File: src/rtl/mdio_pkg.sv
package mdio_pkg;

  typedef enum logic [1:0] {FR_ADDR, FR_WRITE, FR_READ} frameKind_t;

  typedef struct packed {
    logic        run;      // divider enabled
    logic        load;     // load a new serial frame
    logic [63:0] frame;    // frame image, first bit at MSB
    logic        shift;    // advance the serial frame
    logic        capture;  // shift mdioIn into the read register
  } dpCtl_t;

  function automatic logic [63:0] packFrame(input logic [1:0] st, input logic [1:0] op,
                                            input logic [4:0] phy, input logic [4:0] fld,
                                            input logic [15:0] payload);
    return {32'hFFFF_FFFF, st, op, phy, fld, 2'b10, payload};
  endfunction

  function automatic logic [1:0] opCode(input logic c45, input frameKind_t kind);
    logic [1:0] code;
    case (kind)
      FR_ADDR:  code = 2'b00;
      FR_WRITE: code = 2'b01;
      default:  code = c45 ? 2'b11 : 2'b10;
    endcase
    return code;
  endfunction

endpackage

File: src/rtl/mdio_dp.sv
module mdio_dp
  import mdio_pkg::*;
#(
  parameter int HALF = 2
) (
  input  logic         clk,
  input  logic         rst_n,
  input  dpCtl_t       ctl,
  input  logic         mdioIn,
  output logic         mdc,
  output logic         mdioOut,
  output logic         riseTick,
  output logic         fallTick,
  output logic [15:0]  rxData
);
  localparam int CW = (HALF > 1) ? $clog2(HALF) : 1;
  localparam logic [CW-1:0] LAST = CW'(HALF - 1);

  logic [CW-1:0] divCnt;
  logic [63:0]   txShift;
  logic          tick;

  assign tick     = ctl.run && (divCnt == LAST);
  assign riseTick = tick && !mdc;
  assign fallTick = tick && mdc;
  assign mdioOut  = txShift[63];

  always_ff @(posedge clk) begin
    if (!rst_n) begin
      divCnt  <= '0;
      mdc     <= 1'b0;
      txShift <= '0;
      rxData  <= '0;
    end else begin
      if (!ctl.run) begin
        divCnt <= '0;
        mdc    <= 1'b0;
      end else if (divCnt == LAST) begin
        divCnt <= '0;
        mdc    <= ~mdc;
      end else begin
        divCnt <= divCnt + 1'b1;
      end

      if (ctl.load)       txShift <= ctl.frame;
      else if (ctl.shift) txShift <= {txShift[62:0], 1'b1};

      if (ctl.capture) rxData <= {rxData[14:0], mdioIn};
    end
  end
endmodule

File: src/rtl/mdio_ctrl.sv
module mdio_ctrl
  import mdio_pkg::*;
(
  input  logic         clk,
  input  logic         rst_n,
  input  logic         start,
  input  logic         isC45,
  input  logic         opWrite,
  input  logic [4:0]   phyAddr,
  input  logic [20:0]  regAddr,
  input  logic [15:0]  wrData,
  input  logic         riseTick,
  input  logic         fallTick,
  input  logic         mdioIn,
  input  logic [15:0]  rxData,
  output dpCtl_t       ctl,
  output logic         busy,
  output logic         done,
  output logic [15:0]  rdData,
  output logic         rdErr,
  output logic         mdioOe
);
  localparam logic [6:0] IDX_RELEASE = 7'd45;  // last driven bit of a read frame
  localparam logic [6:0] IDX_TA      = 7'd47;
  localparam logic [6:0] IDX_D_FIRST = 7'd48;
  localparam logic [6:0] IDX_D_LAST  = 7'd63;
  localparam logic [6:0] IDX_END     = 7'd64;
  localparam logic [6:0] IDX_FLUSH   = 7'd79;

  frameKind_t  kind;
  logic        c45Req, wrReq, taBad;
  logic [4:0]  phyReq;
  logic [20:0] regReq;
  logic [15:0] dataReq;
  logic [6:0]  bitIdx, lastIdx;
  logic        accept, frameEnd, chain, finish;
  frameKind_t  startKind, chainKind;
  logic [63:0] startFrame, chainFrame;

  assign accept   = start && !busy;
  assign lastIdx  = taBad ? IDX_FLUSH : IDX_END;
  assign frameEnd = busy && fallTick && (bitIdx == lastIdx);
  assign chain    = frameEnd && (kind == FR_ADDR);
  assign finish   = frameEnd && (kind != FR_ADDR);

  always_comb begin
    startKind = isC45 ? FR_ADDR : (opWrite ? FR_WRITE : FR_READ);
    chainKind = wrReq ? FR_WRITE : FR_READ;
    startFrame = packFrame(isC45 ? 2'b00 : 2'b01, opCode(isC45, startKind), phyAddr,
                           isC45 ? regAddr[20:16] : regAddr[4:0],
                           isC45 ? regAddr[15:0] : (opWrite ? wrData : 16'hFFFF));
    chainFrame = packFrame(2'b00, opCode(1'b1, chainKind), phyReq, regReq[20:16],
                           wrReq ? dataReq : 16'hFFFF);
    ctl.run     = busy;
    ctl.load    = accept || chain;
    ctl.frame   = accept ? startFrame : chainFrame;
    ctl.shift   = busy && fallTick;
    ctl.capture = busy && riseTick && (kind == FR_READ) && !taBad &&
                  (bitIdx >= IDX_D_FIRST) && (bitIdx <= IDX_D_LAST);
  end

  always_ff @(posedge clk) begin
    if (!rst_n) begin
      busy    <= 1'b0;
      done    <= 1'b0;
      rdData  <= '0;
      rdErr   <= 1'b0;
      mdioOe  <= 1'b0;
      kind    <= FR_WRITE;
      c45Req  <= 1'b0;
      wrReq   <= 1'b0;
      phyReq  <= '0;
      regReq  <= '0;
      dataReq <= '0;
      bitIdx  <= '0;
      taBad   <= 1'b0;
    end else begin
      done <= 1'b0;
      if (accept) begin
        busy    <= 1'b1;
        kind    <= startKind;
        c45Req  <= isC45;
        wrReq   <= opWrite;
        phyReq  <= phyAddr;
        regReq  <= regAddr;
        dataReq <= wrData;
        bitIdx  <= '0;
        taBad   <= 1'b0;
        mdioOe  <= 1'b1;
      end else if (chain) begin
        kind   <= chainKind;
        bitIdx <= '0;
        taBad  <= 1'b0;
        mdioOe <= 1'b1;
      end else if (finish) begin
        busy   <= 1'b0;
        done   <= 1'b1;
        mdioOe <= 1'b0;
        if (kind == FR_READ) begin
          rdErr  <= taBad;
          rdData <= taBad ? 16'hFFFF : rxData;
        end else begin
          rdErr  <= 1'b0;
        end
      end else if (busy) begin
        if (riseTick && (kind == FR_READ) && (bitIdx == IDX_TA) && mdioIn)
          taBad <= 1'b1;
        if (fallTick) begin
          bitIdx <= bitIdx + 1'b1;
          if ((kind == FR_READ) && (bitIdx == IDX_RELEASE)) mdioOe <= 1'b0;
          if ((kind != FR_READ) && (bitIdx == IDX_D_LAST))  mdioOe <= 1'b0;
        end
      end
    end
  end

  logic unusedC45;
  assign unusedC45 = c45Req;
endmodule

File: src/rtl/mdio_master.sv
module mdio_master
  import mdio_pkg::*;
#(
  parameter int MDC_DIV = 4
) (
  input  logic        clk,
  input  logic        rst_n,
  input  logic        start,
  input  logic        isC45,
  input  logic        opWrite,
  input  logic [4:0]  phyAddr,
  input  logic [20:0] regAddr,
  input  logic [15:0] wrData,
  output logic        busy,
  output logic        done,
  output logic [15:0] rdData,
  output logic        rdErr,
  output logic        mdc,
  output logic        mdioOut,
  output logic        mdioOe,
  input  logic        mdioIn
);
  localparam int HALF = MDC_DIV / 2;

  dpCtl_t      ctl;
  logic        riseTick, fallTick;
  logic [15:0] rxData;

  mdio_dp #(.HALF(HALF)) u_dp (
    .clk(clk), .rst_n(rst_n), .ctl(ctl), .mdioIn(mdioIn), .mdc(mdc),
    .mdioOut(mdioOut), .riseTick(riseTick), .fallTick(fallTick), .rxData(rxData)
  );

  mdio_ctrl u_ctrl (
    .clk(clk), .rst_n(rst_n), .start(start), .isC45(isC45), .opWrite(opWrite),
    .phyAddr(phyAddr), .regAddr(regAddr), .wrData(wrData), .riseTick(riseTick),
    .fallTick(fallTick), .mdioIn(mdioIn), .rxData(rxData), .ctl(ctl), .busy(busy),
    .done(done), .rdData(rdData), .rdErr(rdErr), .mdioOe(mdioOe)
  );
endmodule

File: config.mk
export PLATFORM = sky130hd
export DESIGN_NAME = mdio_master
export DESIGN_NICKNAME = d
export VERILOG_FILES = /design/src/rtl/mdio_pkg.sv /design/src/rtl/mdio_dp.sv /design/src/rtl/mdio_ctrl.sv /design/src/rtl/mdio_master.sv
export SDC_FILE = /design/constraint.sdc
export NUM_CORES = 1
export LEC_CHECK = 0
export ABC_AREA = 1
export BUFFER_PORTS_ARGS = -buffer_cell sky130_fd_sc_hd__buf_2
export CAP_MARGIN = 20
export CORE_MARGIN = 4
export CORE_UTILIZATION = 40
export CTS_CLUSTER_SIZE = 14
export DETAILED_ROUTE_END_ITERATION = 7
export MAX_ROUTING_LAYER = met4
export PLACE_DENSITY = 0.68
export SLEW_MARGIN = 20
export SYNTH_ARGS = -nofsm -noshare
export SYNTH_HDL_FRONTEND = slang
export SYNTH_SLANG_ARGS = --single-unit
File: constraint.sdc
create_clock -name clk -period 3.1 [get_ports clk]
set_input_delay 0.465 -clock clk [delete_from_list [all_inputs] [get_ports clk]]
set_output_delay 0.465 -clock clk [all_outputs]
set_load 0.005 [all_outputs]
==> results of run 1 <==
==> power groups by stage <==
stage | logic, mW | clock network [mW] | registers [mW]
6_report | 0.508 | 2.10 | 1.94
5_1_grt | 0.583 | 2.24 | 1.95
4_1_cts | 0.511 | 2.15 | 1.94
3_5_place_dp | 0.508 | 0 | 1.97
3_3_place_gp | 0.502 | 0 | 1.97
2_1_floorplan | 0.404 | 0 | 1.96
==> layer usage <==
layer | share of wire (%) | global-route usage (%) | wire, microns | vias up
met3 | 4.4 | 4.31 | 642 | 18
met2 | 45 | 25.8 | 6680 | 111
li1 | - | - | - | 3173
met4 | 1.7 | 6.08 | 252 | 0
met1 | 49 | 19.8 | 7150 | 2686
met5 | 0 | - | 0 | -
==> synthesized netlist by cell type, drive strengths merged, types with 5 or more instances <==
cell | number | area share, %
a21oi | 40 | 2.9
buf | 39 | 3.8
clkbuf | 20 | 1.1
dfxtp | 139 | 41
inv | 159 | 8.8
nand2 | 212 | 13
nand3 | 127 | 9.4
nor2 | 107 | 6.6
o211ai | 33 | 4.0
o21ai | 74 | 5.8
or2 | 17 | 1.6
xor2 | 5 | 0.64
==> cell type report <==
cell class | instances | area (sq um) | share of cell area, %
well taps | 220 | 275 | 3.53
clock buffers | 17 | 425 | 5.45
repair buffers | 77 | 418 | 5.35
flip-flops and latches | 139 | 2780 | 35.6
multi-input cells | 627 | 3120 | 39.9
clock inverters | 15 | 190 | 2.44
inverters | 159 | 599 | 7.68
==> cell families after synthesis <==
logic type | after synthesis | synth area share, %
fa+ha+maj | 3 | 0.550
compound gates | 148 | 12.9
buf+inv | 218 | 13.7
flops | 139 | 40.7
simple gates | 470 | 31.4
xor+xnor | 6 | 0.769
==> through the flow <==
stage,power [mW],hold slack [ns],util [%],setup WS (ns),std cells
after CTS,4.60,0.272,46.9,1.01,1254
after floorplan,2.37,0.438,-,1.58,984
after detailed placement,2.48,0.456,43.2,0.922,1222
final,4.54,0.292,46.9,1.05,1254
after global routing,4.77,0.294,46.9,0.831,1254
after global placement,2.47,0.448,43.2,0.985,1222
==> worst max-delay path, cell delays in order, from the launching register on <==
cell	delay, ns
dfxtp_1	0.73
nor2_1	0.08
nand3_1	0.13
nand2_2	0.08
nand2_4	0.10
nand2_8	0.16
nand2_8	0.26
nand2_2	0.20
o21ai_0	0.21
==> sequential cells by signal, summed over array words and instances (netlist names) <==
signal and count:
u_ctrl.wrReq 1, u_ctrl.phyReq 5, u_ctrl.rdData 16, u_ctrl.dataReq 16, u_ctrl.kind 2, u_dp.mdc 1
u_ctrl.mdioOe 1, u_ctrl.busy 1, u_ctrl.bitIdx 7, u_ctrl.taBad 1, u_dp.txShift 64, u_ctrl.rdErr 1
u_ctrl.regReq 5, u_dp.divCnt 1, u_ctrl.done 1, u_dp.rxData 16
==> final timing paths <==
path                     startpoint  slack (ns)           endpoint
setup / recovery       u_ctrl.taBad        1.05   u_dp.txShift[16]
hold / removal               mdioIn        0.29     u_dp.rxData[0]
setup reg to reg       u_ctrl.taBad        1.05   u_dp.txShift[16]
hold reg to reg   u_ctrl.dataReq[0]        0.46  u_ctrl.dataReq[0]
==> results.cfg, run 1 <==
[timing]
min_period_ns = 2.05
skew_ns = 0.00813
slew_viol_final = 0
finalSetupViolCount = 0
finalCritPeriodShare_pct = 66.2
worstMarginPinSlew_ns = 0.710
hold_violations = 0
rsz0062_at_grt = no
max_slew_margin_pct = 52.6
max_freq_mhz = 488
tns_ns = 0

[grt]
track_usage_pct = 16.2
antenna_found_initial = 0
overflow = 0
grt_pass1_wl_microns = 25700
grt_pass1_vias = 5627
grt_max_degree = 94

[layout]
drive_above_1_share_pct = 16.9
fill_cells = 1680
layout_commonest_cell = nand2_1
nets = 1072
antenna_cells = 0
mostFrequentLayoutCells = nand2_1, inv_1, dfxtp_1
finalInstanceArea_sq_um = 7810
synthToLayoutAreaGrowth_pct = 14.3

[clock_tree]
cts_tree = built
clkSlewWorstSetupHoldPaths_ns = 0.06
cts_buffers = 17
cts_root_buffer = clkbuf_16
h-tree-depth = 4
insertion_delay_ns = 0.42
cts_setup_buffers = 0
cts.sinks = 139
clockBufferDepth = 2
cts_hold_buf = 0
cts_resized = 0

[synth]
yosys_warnings = 0
synth_edf_count = 0
avgSynthCellArea_sq_um = 6.94
synth-async-reset-ratio_pct = 0
yosysSeqAreaShare_pct = 40.7
synth.distinct_cells = 35
synth-seq-cells = 139
netlist_area_sq_um = 6830
ys.flop_type = dfxtp_1
synthCells = 984
synth.net_count = 1035

[routing]
drtIter0Drc = 335
vias_per_cell = 4.78
postRouteAntennaNets = 0
wl_per_cell_microns = 11.7
drt_wl_total_microns = 14700
vias = 5988
drc = 0
first_pass_iters = 5

[flow_run]
max_cap_violations = 0

[setup_path]
end_kind = flip-flop
r2r_cells = 8
cp_data_required_time_ns = 3.44
worst_setup_path_start_kind = flip-flop
cp_max_fo = 37
path_class = reg2reg
arrival_ns = 2.39

[placement]
dp_hpwl_microns = 9080
placed_area_sq_um = 7190
place_congestion = 0.802
io_buffers = 69

[min_path]
worst_hold_path_type = in2reg
whs_path_depth = 3

[floorplan]
num_rows = 47
dieArea_sq_um = 19200
die_w_microns = 139
core_sq_um = 16600
ios = 70
fp.dieH_microns = 139
start_util_pct = 41.0

[power_and_ir_drop]
peakVddDrop_mv = 0.400
leakagePower_nw = 4.06
p_sw_share_pct = 26.3
p_per_area_nw_per_um2 = 581
switching_power_mw = 1.19
power_frac_seq_pct = 42.6
intPower_mw = 3.35
combPwrFrac_pct = 11.2
power.share.clock_pct = 46.2

[run_status]
status = finished, final reports clean
No activity file was read; power rests on OpenSTA's default activity.
==> run 2: changes to the inputs <==
clock period = 2.1 ns   (was 3.1 ns; I/O delays follow)
==> results.cfg, run 2 (synthesis results as in run 1) <==
[power_and_ir_drop]
p_sw_share_pct = 26.3
combPwrFrac_pct = 12.2
power.share.clock_pct = 43.5
power_frac_seq_pct = 44.3
intPower_mw = 4.75
p_per_area_nw_per_um2 = 819
peakVddDrop_mv = 0.599
switching_power_mw = 1.70
leakagePower_nw = 4.11

[clock_tree]
h-tree-depth = 4
cts_tree = built
cts_setup_buffers = 0
cts_root_buffer = clkbuf_16
insertion_delay_ns = 0.42
cts.sinks = 139
cts_hold_buf = 0
clkSlewWorstSetupHoldPaths_ns = 0.06
cts_resized = 0
cts_buffers = 17
clockBufferDepth = 2

[grt]
grt_pass1_wl_microns = 26400
track_usage_pct = 16.7
grt_max_degree = 84
grt_use_met3_pct = 4.48
grt_use_met1_pct = 21.5
grt_pass1_vias = 5677
grt_busiest_layer = met2
grtUsageMet2_pct = 25.6
antenna_found_initial = 0
overflow = 0

[layout]
regMostFlops = u_dp.txShift
drive_above_1_share_pct = 18.0
largest_reg_flops = 64
utilization_pct = 47.3
synthToLayoutAreaGrowth_pct = 15.2
layout_commonest_cell = nand2_1
nets = 1087
fill_cells = 1666
antenna_cells = 0
mostFrequentLayoutCells = nand2_1, inv_1, dfxtp_1
final_cells = 1269

[timing]
rsz0062_at_grt = no
tns_ns = 0
min_period_ns = 1.86
whs_ns = 0.144
finalSetupViolCount = 0
finalCritPeriodShare_pct = 88.4
max_freq_mhz = 539
fin_ws_ns = 0.243
hold_violations = 0
max_slew_margin_pct = 59.6
slew_viol_final = 0
skew_ns = 0.00854
worstMarginPinSlew_ns = 0.605

[placement]
dp.cells = 1237
place_ws_ns = 0.249
dp_hpwl_microns = 10100
io_buffers = 69
place_congestion = 0.866

[min_path]
hold_end = u_ctrl.regReq[19]
hp-start = regAddr[19]
whs_path_depth = 3
worst_hold_path_type = in2reg

[routing]
drc = 0
postRouteAntennaNets = 0
first_pass_iters = 5
drt_wl_total_microns = 15000
vias = 6103
wl_per_cell_microns = 11.8
vias_per_cell = 4.81
drtIter0Drc = 339

[floorplan]
num_rows = 47
dieArea_sq_um = 19200
start_util_pct = 41.0
ios = 70
core_sq_um = 16600
fp.dieH_microns = 139
die_w_microns = 139

[setup_path]
arrival_ns = 2.16
r2r_cells = 7
cp_max_fo = 32
path_class = reg2reg
r2r_start = u_ctrl.busy
cp_data_required_time_ns = 2.41
end_kind = flip-flop
worst_setup_path_start_kind = flip-flop
r2r-end = u_ctrl.rdData[10]
rrSetupSlack_ns = 0.24

[flow_run]
max_cap_violations = 0

[run_status]
status = finished, final reports clean
[run 2: worst max-delay path: stages (launching register included)]
cell and delay, ns:
dfxtp_1 0.47, nor2_4 0.08, inv_4 0.20, nand2_1 0.26
nor2_4 0.22, nand2_4 0.23, o21ai_1 0.20, nor2_1 0.05
[run 2: layout make-up]
type,count,area (sq um),share of cell area [%]
well taps,220,275,3.50
clock buffers,20,457,5.80
inverters,159,599,7.61
flip-flops and latches,139,2780,35.3
multi-input cells,627,3120,39.6
repair buffers,92,543,6.90
clock inverters,12,98.8,1.26
[run 2: worst max path at each step]
stage | start | cells past startpoint | to
final | u_ctrl.busy | 7 | u_ctrl.rdData[10]
after global routing | u_ctrl.busy | 7 | u_ctrl.rdData[10]
after CTS | u_ctrl.busy | 7 | u_dp.txShift[31]
after detailed placement | u_ctrl.busy | 7 | u_dp.txShift[31]
after global placement | start | 9 | u_ctrl.rdData[3]
after floorplan | u_ctrl.busy | 8 | u_ctrl.rdData[0]
[run 2: per-stage QoR]
stage | power [mW] | instance area (sq um)
3_3_place_gp | 3.69 | 7320
4_1_cts | 6.54 | 7870
2_1_floorplan | 3.49 | 6830
6_report | 6.45 | 7870
5_1_grt | 6.78 | 7870
3_5_place_dp | 3.70 | 7320
[run 2: layer usage]
| layer | vias up | wire (microns) | part of all wire (%) |
|---|---|---|---|
| met1 | 2739 | 7250 | 48 |
| met2 | 134 | 6670 | 44 |
| met4 | 0 | 333 | 2.2 |
| li1 | 3202 | - | - |
| met3 | 28 | 756 | 5.0 |
| met5 | - | 0 | 0 |
[run 2: power by group through the flow]
| stage | combinational (mW) | sequential [mW] | clock, mW |
|---|---|---|---|
| after floorplan | 0.596 | 2.90 | 0 |
| after global placement | 0.777 | 2.91 | 0 |
| after detailed placement | 0.786 | 2.91 | 0 |
| after CTS | 0.790 | 2.86 | 2.89 |
| after global routing | 0.904 | 2.87 | 3.01 |
| final | 0.787 | 2.86 | 2.81 |
==> run 3: changes to the inputs <==
ABC_AREA = not set   (was 1)
REMOVE_ABC_BUFFERS = 1   (was not set)
==> results.cfg, run 3 <==
[synth]
synthMostInstantiatedCell = dfxtp_1
synth.distinct_cells = 45
synth-compound-area-share_pct = 23.7
synth-seq-cells = 139
synth_top_family_by_area = compound AO/OA/AOI/OAI gates
netlist_area_sq_um = 5800
yosysTopAreaCell = dfxtp_1
synth_area_leaders = dfxtp_1, o221a_2, a21oi_1, nand2_1, nor2_1
ys.flop_type = dfxtp_1
synth_mux_area_share_pct = 3.80
avgSynthCellArea_sq_um = 8.88
synth_edf_count = 0
synthTopCellsByCount = dfxtp_1, nand2_1, nor2_1
synth-async-reset-ratio_pct = 0
synth-xor-area-share_pct = 1.06
synth_top_area_share_pct = 48.0
yosys_warnings = 0
yosys.area_share.simple_pct = 17.6
synthCells = 653
synthAdderAreaFrac_pct = 0.648
yosysSeqAreaShare_pct = 48.0

[clock_tree]
cts.sinks = 139
cts_tree = built
clkSlewWorstSetupHoldPaths_ns = 0.06
clockBufferDepth = 2
cts_root_buffer = clkbuf_16
insertion_delay_ns = 0.42
cts_buffers = 17
h-tree-depth = 4

[layout]
synthToLayoutAreaGrowth_pct = 23.3
layout_commonest_cell = dfxtp_1
utilization_pct = 50.9
largest_reg_flops = 64
mostFrequentLayoutCells = dfxtp_1, nand2_1, nor2_1
drive_above_1_share_pct = 25.3
antenna_cells = 0
nets = 769
regMostFlops = u_dp.txShift

[routing]
postRouteAntennaNets = 0
vias_per_cell = 5.59
drt_wl_total_microns = 13900
drtIter0Drc = 375
wl_per_cell_microns = 15.3
vias = 5095
drc = 0
first_pass_iters = 5

[grt]
grt_pass1_vias = 4907
grt_pass1_wl_microns = 22900
overflow = 0
antenna_found_initial = 0
grt_max_degree = 52
track_usage_pct = 17.4

[setup_path]
arrival_ns = 2.32
worst_setup_path_start_kind = flip-flop
path_buf_inv = 3
cp_data_required_time_ns = 2.40
critPathSlowestCell = or4_1
critical-path-top-delay-family = simple AND/OR/NAND/NOR gates
cp-startpoint = u_ctrl.kind[0]
slowest_delay_ns = 0.50
cp_max_fo = 7
crit_chain = or2_1, or4_1, buf_4, o21ai_4, buf_12, clkbuf_16, o211ai_1, nor3b_1
path_class = reg2reg
end_kind = flip-flop
r2r_start = u_ctrl.kind[0]

[timing]
skew_ns = 0.00875
hold_violations = 0
slew_viol_final = 0
finalCritPeriodShare_pct = 95.8
whs_ns = 0.150
finalSetupViolCount = 0
max_slew_margin_pct = 67.1
max_freq_mhz = 497
min_period_ns = 2.01
tns_ns = 0
worstMarginPinSlew_ns = 0.494

[flow_run]
max_cap_violations = 0

[placement]
io_buffers = 69
dp_hpwl_microns = 9110
place_congestion = 0.824

[floorplan]
num_rows = 43
dieArea_sq_um = 16500
start_util_pct = 41.3
die_w_microns = 128
ios = 70
fp.dieH_microns = 128
core_sq_um = 14000

[power_and_ir_drop]
total_power_mw = 6.61
p_per_area_nw_per_um2 = 925
peakVddDrop_mv = 0.620
leakagePower_nw = 2.83

[min_path]
worst_hold_path_type = in2reg
hp-start = wrData[3]

[run_status]
status = finished, final reports clean
## run 3: cell count changes after synthesis, sizes merged, moves of 24 or more
cell,previous run,this run
nor2,107,74
o221a,0,33
nor3b,0,24
nand3,127,17
o211ai,33,5
inv,159,19
a21oi,40,69
o21ai,74,12
nand2,212,83
## run 3: worst paths after layout
path / to / slack [ns] / depth (start not counted)
worst min-delay path: u_ctrl.dataReq[3] / 0.15 / 3
worst max register to register: u_dp.txShift[19] / 0.09 / 8
worst min register to register: u_ctrl.dataReq[2] / 0.47 / 2
worst max-delay path: u_dp.txShift[19] / 0.09 / 8
## run 3: metrics by stage
stage               cells  setup WS [ns]  area, sq um
finish                911         0.0879         7140
global route          911        -0.0498         7140
CTS                   908         0.0832         7070
detailed placement    876         0.0988         6440
global placement      876          0.180         6440
floorplan             597          -1.79         5570
## run 3: power breakdown
group	switching, mW	total (mW)	internal, mW
logic	0.313	0.574	0.261
clock network	1.16	3.19	2.03
registers	0.0756	2.84	2.77
## run 3: per-layer routing
metal  GRT usage (%)  routed length (microns)
met5               -                        0
met3            4.28                      668
met2            27.6                     6700
met1            21.3                     6300
met4            7.24                      272
## run 3: worst reg2reg max path, cell delays in order, from the launching register on
cell and delay, ns:
dfxtp_1 0.32, or2_1 0.24, or4_1 0.50, buf_4 0.16
o21ai_4 0.17, buf_12 0.14, clkbuf_16 0.15, o211ai_1 0.07
nor3b_1 0.14
## run 3: cell families (layout without fill, tap and decap cells)
family | count (synthesis) | in the layout
simple gates | 223 | 223
compound gates | 184 | 184
flops | 139 | 139
buf+inv | 75 | 153
mux | 22 | 22
xor+xnor | 7 | 7
fa+ha+maj | 3 | 3
## run 3: area by class of cell
cell class / instances / area [sq um]
fillers: 1307 / 6900
flip-flops and latches: 139 / 2780
multi-input cells: 439 / 2740
repair buffers: 102 / 691
clock buffers: 19 / 443
well taps: 180 / 225
clock inverters: 13 / 189
inverters: 19 / 71.3
## run 3: what timing repair did
action,CTS,global route
buffers inserted,0,1
setup endpoints to repair,0,3
gates resized for setup,0,1
hold buffers,0,0
